## src/rtl/slc_pkg.sv

```systemverilog
package slc_pkg;

    // Action the counter takes at the next rising edge, listed in priority order.
    typedef enum logic [1:0] {
        OP_CLEAR = 2'd0,
        OP_LOAD  = 2'd1,
        OP_STEP  = 2'd2,
        OP_HOLD  = 2'd3
    } slc_op_e;

endpackage

```

## src/rtl/slc_ctrl.sv

```systemverilog
module slc_ctrl
    import slc_pkg::*;
(
    input  logic    clr_n,
    input  logic    load_n,
    input  logic    cnt_en,
    input  logic    casc_en,
    output slc_op_e op
);

    // Clear beats load. Load beats counting and ignores the enables.
    always_comb begin
        if (!clr_n) begin
            op = OP_CLEAR;
        end else if (!load_n) begin
            op = OP_LOAD;
        end else if (cnt_en && casc_en) begin
            op = OP_STEP;
        end else begin
            op = OP_HOLD;
        end
    end

endmodule

```

## src/rtl/slc_incr.sv

```systemverilog
module slc_incr #(
    parameter int WIDTH = 4
) (
    input  logic [WIDTH-1:0] value,
    output logic [WIDTH-1:0] plus_one,
    output logic             all_ones
);

    // c[i] is 1 when every bit below position i is 1.
    logic [WIDTH:0] c;

    assign c[0] = 1'b1;

    // One half-adder stage per bit. The final stage output marks a full count.
    for (genvar i = 0; i < WIDTH; i++) begin : g_bit
        assign plus_one[i] = value[i] ^ c[i];
        assign c[i+1]      = value[i] & c[i];
    end

    assign all_ones = c[WIDTH];

endmodule

```

## src/rtl/slc_carry.sv

```systemverilog
module slc_carry (
    input  logic casc_en,
    input  logic at_top,
    output logic carry_out
);

    // No register here, so a chained stage sees the carry in the same cycle.
    assign carry_out = casc_en & at_top;

endmodule

```

## src/rtl/sync_load_counter.sv

```systemverilog
module sync_load_counter
    import slc_pkg::*;
#(
    parameter int WIDTH = 4
) (
    input  logic             clk,
    input  logic             clr_n,
    input  logic             load_n,
    input  logic             cnt_en,
    input  logic             casc_en,
    input  logic [WIDTH-1:0] load_val,
    output logic [WIDTH-1:0] count,
    output logic             carry_out
);

    localparam logic [WIDTH-1:0] ZERO = '0;

    typedef struct packed {
        logic [WIDTH-1:0] cnt;
    } state_t;

    state_t          state_d;
    state_t          state_q;
    slc_op_e         op;
    logic [WIDTH-1:0] inc_val;
    logic            full;

    slc_ctrl u_ctrl (
        .clr_n   (clr_n),
        .load_n  (load_n),
        .cnt_en  (cnt_en),
        .casc_en (casc_en),
        .op      (op)
    );

    slc_incr #(.WIDTH(WIDTH)) u_incr (
        .value    (state_q.cnt),
        .plus_one (inc_val),
        .all_ones (full)
    );

    slc_carry u_carry (
        .casc_en   (casc_en),
        .at_top    (full),
        .carry_out (carry_out)
    );

    always_comb begin
        state_d = state_q;
        unique case (op)
            OP_CLEAR: state_d.cnt = ZERO;
            OP_LOAD:  state_d.cnt = load_val;
            OP_STEP:  state_d.cnt = inc_val;
            default:  state_d.cnt = state_q.cnt;
        endcase
    end

    always_ff @(posedge clk) begin
        state_q <= state_d;
    end

    assign count = state_q.cnt;

endmodule

```

## config.mk

```make
export PLATFORM = sky130hd
export DESIGN_NAME = sync_load_counter
export DESIGN_NICKNAME = d
export VERILOG_FILES = /design/src/rtl/slc_pkg.sv /design/src/rtl/slc_ctrl.sv /design/src/rtl/slc_incr.sv /design/src/rtl/slc_carry.sv /design/src/rtl/sync_load_counter.sv
export SDC_FILE = /design/constraint.sdc
export NUM_CORES = 1
export LEC_CHECK = 0
export BUFFER_PORTS_ARGS = -buffer_cell sky130_fd_sc_hd__buf_4
export CAP_MARGIN = 20
export CELL_PAD_IN_SITES_DETAIL_PLACEMENT = 1
export CELL_PAD_IN_SITES_GLOBAL_PLACEMENT = 2
export CORE_AREA = 2 2 39 41
export CTS_CLUSTER_SIZE = 28
export DETAILED_ROUTE_END_ITERATION = 7
export DIE_AREA = 0 0 41 43
export GPL_TIMING_DRIVEN = 0
export PLACE_DENSITY = 0.7
export SLEW_MARGIN = 25
export SYNTH_ARGS = -nofsm -noshare
export SYNTH_HDL_FRONTEND = slang
export SYNTH_SLANG_ARGS = --single-unit
```

## constraint.sdc

```tcl
create_clock -name clk -period 4 [get_ports clk]
set_input_delay 0.2 -clock clk [delete_from_list [all_inputs] [get_ports clk]]
set_output_delay 0.2 -clock clk [all_outputs]
set_load 0.05 [all_outputs]
```

# [After elaboration in Yosys (flattened, before gate mapping)]
# Index checks and enable logic that the tools add are counted.
[word_totals] regBits=4 wordCells=18 output_inout_bits=5
[classes] reduce_logical=3 eq_ne=2 muxes=4 bitwise_logic=8
[op_table] op="$pmux W4 S3" count=1
[op_table] op="$and A1 B1 Y1" count=4
[op_table] op="$mux W2" count=2
[op_table] op="$reduce_bool A3 Y1" count=1
[op_table] op="$xor A1 B1 Y1" count=3
[op_table] op="$eq A2 B1 Y1 const B" count=1
[op_table] op="$eq A2 B2 Y1 const B" count=1
[op_table] op="$logic_not A2 Y1" count=1
[op_table] op="$logic_and A1 B1 Y1" count=1
[op_table] op="$mux W1" count=1
[op_table] op="$not A1 Y1" count=1

# [Logic depth before layout (Yosys ltp)]
[logic_depth] depth_word=6 depth_mapped=5 mapped_depth_nobuf=5

# [Hierarchy]
# From an unflattened synthesis, not the netlist that was laid out.
[hier_totals] hier_cells=26 hier_area_um2=279.0
[modules_own_cells] mod="sync_load_counter" area_each_um2=214.0 instances=1 cells_per_inst=18
[modules_own_cells] mod="slc_incr" area_each_um2=41.3 instances=1 cells_per_inst=4
[modules_own_cells] mod="slc_ctrl" area_each_um2=17.5 instances=1 cells_per_inst=3
[modules_own_cells] mod="slc_carry" area_each_um2=6.3 instances=1 cells_per_inst=1

# [Least setup slack after synthesis]
# No wires, ideal clock.
[synth_timing] kind="register to output" from="register state_q, in the netlist count[0]" to="output port carry_out" n_path_buf=0 slack_ns=2.269 arrival_ns=1.531 path_stages_with_launch=5 cell_sequence="edfxtp_1 ha_1 ha_1 ha_1 and2_1"
[synth_via] elab_chain_len=4
[synth_lines] item="start: declaration" line_no="sync_load_counter.sv:23" rtl="state_t state_q;"
[synth_lines] item="start signal: assignment" line_no="sync_load_counter.sv:59" rtl="state_q <= state_d;"
[synth_lines] item="$and A1 B1 Y1 (3 in series)" line_no="slc_incr.sv:17" rtl="assign c[i+1] = value[i] & c[i];"
[synth_lines] item="$and A1 B1 Y1" line_no="slc_carry.sv:8" rtl="assign carry_out = casc_en & at_top;"
[synth_lines] item="end: declaration" line_no="sync_load_counter.sv:13" rtl="output logic carry_out"
# No other way between the ends.

# [Worst setup path in the final report]
# Ends and elaborated chain as after synthesis.

==> results.md <==
Timing:
- At the pin with the least slew margin, the transition time is about 210 ps.
- On the final layout, the worst clock skew is 2.88 ps.
- The final-report hold violation count is 0.
- The final critical-path required period is 1730 ps.
- The final-report max-slew violation count came to 0.
- Hold is met by 314 ps.
- Of the available clock period, the critical path in the final layout requires 0.433.
- The total negative slack is 0 ps.
- The final setup violation count is 0.
- The worst-case headroom to the max-slew limit is 0.858.
- Timing would allow up to 577 MHz.
- Setup repair after global routing left no endpoint under its margin.

Detailed routing:
- The routed wire length is 608 um.
- After detailed routing, the average wire length per cell comes to about 11 um.
- Dividing the detail-routed via count by the number of cells gives 4.46.
- The number of vias in the routed layout is roughly 240.
- The detail route stage leaves a number of antenna-violating nets equal to 0.
- The remaining routing DRC violations is 0.
- For this run, the detailed router's first-pass iteration total came to 4.
- The violation count after the first detailed-route iteration is 2.

Logic synthesis:
- The average cell area after synthesis is between 10 and 15 um^2.
- The count of flip-flops with a built-in enable after synthesis is 4.
- The number of nets produced by synthesis is 35.
- The register area share after synthesis is 0.451.
- The number of warnings issued by yosys is 0.
- Counting flops with an async set or reset pin after synthesis yields a share of 0.
- In the post-synthesis netlist, the biggest area contributors are edfxtp_1 45%, ha_1 14%, a21boi_1 11%.
- Synthesis produced a netlist whose cell count is 23.
- Summed over all instances, the cell type with the most area after synthesis is edfxtp_1.
- Counting instances in the post-synthesis netlist gives the leading cell types as 4 x a21boi_1, 4 x edfxtp_1, 4 x nand2b_1.
- The leading register cell type out of synthesis is edfxtp_1.
- The area share of the largest cell type after synthesis is 0.451.
- The number of different library cells used by synthesis comes to 10.
- After synthesis the cells add up to about 270 um^2.
- After synthesis the netlist holds a flip-flop and latch count of 4.

Clocking:
- After clock tree synthesis, the flow added hold-fix buffers numbering 0.
- The deepest clock path buffer count is 2.
- The clock root buffer is clkbuf_4.
- The clock sink total is 4.
- CTS built an H-tree with a depth of 1.
- TritonCTS built the clock tree.
- The TritonCTS buffer count is 3.
- Post-CTS timing repair inserted 0 buffers for setup.
- For the worst-skew pair, the clock arrives at the later sink with an insertion delay of 240 ps.
- After clock tree synthesis, the clock-pin slew on the worst setup and hold paths is 40 ps.
- After clock tree synthesis, the repair step resized 0 gates.

Layout:
- For this run, the post-layout net count is 52.
- The flip-flop count of the largest register after layout is 4.
- Of the cells placed in the final design, the portion with a size suffix greater than 1 is 0.421.
- The area growth from synthesis to final layout is 49.8%.
- The repair_antennas step left the layout with diodes totalling 0.

Worst setup path:
- In this design, the critical path's most frequently occurring cell is ha_1.
- The critical register-to-register path endpoint is count[3].
- The critical path arrival is about 1500 ps.
- Walking the worst path, the cells encountered are ha_1, ha_1, ha_1, and2_1, buf_4.
- The slowest cell on the critical path is edfxtp_1.
- The largest incremental delay on the critical path is 400 ps.
- The worst register-to-register path begins at count[0].
- Of all nets on the critical path, the largest fanout is 3.
- The worst setup path is launched from a flop.
- Counting cells, the worst reg-to-reg path comes to 5.
- STA classifies the critical path endpoint as an output pin.
- The worst endpoint required time is 3800 ps.
- In this run the register-to-register setup slack is 2530 ps.
- The critical path start-end classification is flop to output pin.

Power:
- The power share of the sequential group is 0.379.
- The part of the total power dissipated in the clock network is 0.376.
- The largest vdd supply drop is 0.110 mV.
- The areal power density over the cells is about 350 mW/mm^2.
- The analysis attributes to cell leakage a power of around 0.18 nW.
- The design internal power is 0.0977 mW.
- The switching share of power is 0.291.
- The relative contribution of combinational cells to total power is 0.244.
- The switching component of the power is ~0.040 mW.

Min path:
- The worst hold path begins at clr_n.
- The number of cells on the worst hold path is 2.
- The path class of the lowest-slack min-delay path is primary input to flop.
- The path with the worst hold slack has its endpoint at count[2].

Floorplan:
- The starting utilization of the core area is 0.193.
- The number of placement rows is 14.
- The die is around 41 um wide.
- The die is 43 um tall.
- The area enclosed by the die boundary is roughly 0.0018 mm^2.
- During I/O placement, the number of pins put on the boundary was 14.
- The total area inside the core boundary comes to 0.00138 mm^2.

Status:
- The flow ran to the end, and the final reports show no timing, DRC or antenna violations.

Global route:
- The first global-routing pass estimated 931 um of wire.
- For this run, the total global-route usage over all layers was measured as 0.0930.
- The total congestion overflow after global routing is 0.
- Entering global routing, the biggest net connects 10 pins.
- The number of global-route vias before repair was 232.
- The initial antenna violation count is 0.

Placement:
- The routability congestion estimate is 0.659.
- The count of buffers added on input and output ports is 12.
- The post-detailed-placement half-perimeter wirelength is 470 um.

Flow run:
- The max-cap check violation count is 0.
==> worst max path at each step <==
| stage | depth (start not counted) | slack, ps | end | from |
|---|---|---|---|---|
| floorplan | 4 | 2270 | carry_out | count[0] |
| global placement | 5 | 2540 | carry_out | count[0] |
| finish | 5 | 2270 | carry_out | count[0] |
| global route | 5 | 2170 | carry_out | count[0] |
| CTS | 5 | 2240 | carry_out | count[0] |
| detailed placement | 5 | 2500 | carry_out | count[0] |
==> worst max-delay path, delay by kind of cell, from the launching register on <==
family / cells / cell delay [ps]
adder cells (fa/ha/maj): 3 / 570
buffers and inverters: 1 / 180
flip-flops: 1 / 400
AND/OR/NAND/NOR: 1 / 130
==> routing by layer <==
layer  vias up  track usage  wire length (um)
met5         -            0                 0
met4         0        0.160                45
met3         4       0.0157                32
met2        12        0.122               298
met1       105       0.0855               231
li1        120            -                 -
==> power groups by stage <==
stage	registers [mW]	logic (mW)	clock network (mW)
after global placement	0.0527	0.0334	0
after global routing	0.0529	0.0362	0.0565
after detailed placement	0.0529	0.0338	0
final	0.0522	0.0337	0.0518
after floorplan	0.0645	0.00832	0
after CTS	0.0523	0.0339	0.0533
==> logic make-up (layout without fill, tap and decap cells) <==
logic type | Yosys count | count (layout) | synth area share
compound gates | 4 | 4 | 0.113
fa+ha+maj | 3 | 3 | 0.141
buf+inv | 1 | 16 | 0.0423
flops | 4 | 4 | 0.451
simple gates | 11 | 11 | 0.254
==> cells in the final DEF, fill, tap and decap left out <==
cell type and n:
a21boi_1 4, and2_1 1, buf_4 12, buf_6 1
clkbuf_4 3, edfxtp_1 4, ha_1 3, nand2_1 1
nand2b_1 4, nand3_1 1, nand4_1 3, nand4b_1 1
==> through the flow <==
step / util / area [um^2] / setup WS, ps / power [mW] / instances
6_report: 0.288 / 399 / 2270 / 0.138 / 54
5_1_grt: 0.288 / 399 / 2170 / 0.146 / 54
4_1_cts: 0.288 / 399 / 2240 / 0.140 / 54
3_5_place_dp: 0.272 / 377 / 2500 / 0.0867 / 51
3_3_place_gp: 0.272 / 377 / 2540 / 0.0861 / 51
2_1_floorplan: - / 267 / 2270 / 0.0728 / 23
==> cell type report <==
| class | count | area [um^2] |
|---|---|---|
| fillers | 165 | 985 |
| multi-input cells | 18 | 135 |
| flip-flops and latches | 4 | 120 |
| repair buffers | 12 | 90.1 |
| clock buffers | 3 | 22.5 |
| well taps | 16 | 20.0 |
| plain buffers | 1 | 11.3 |
Power figures use the tool's default switching activity.
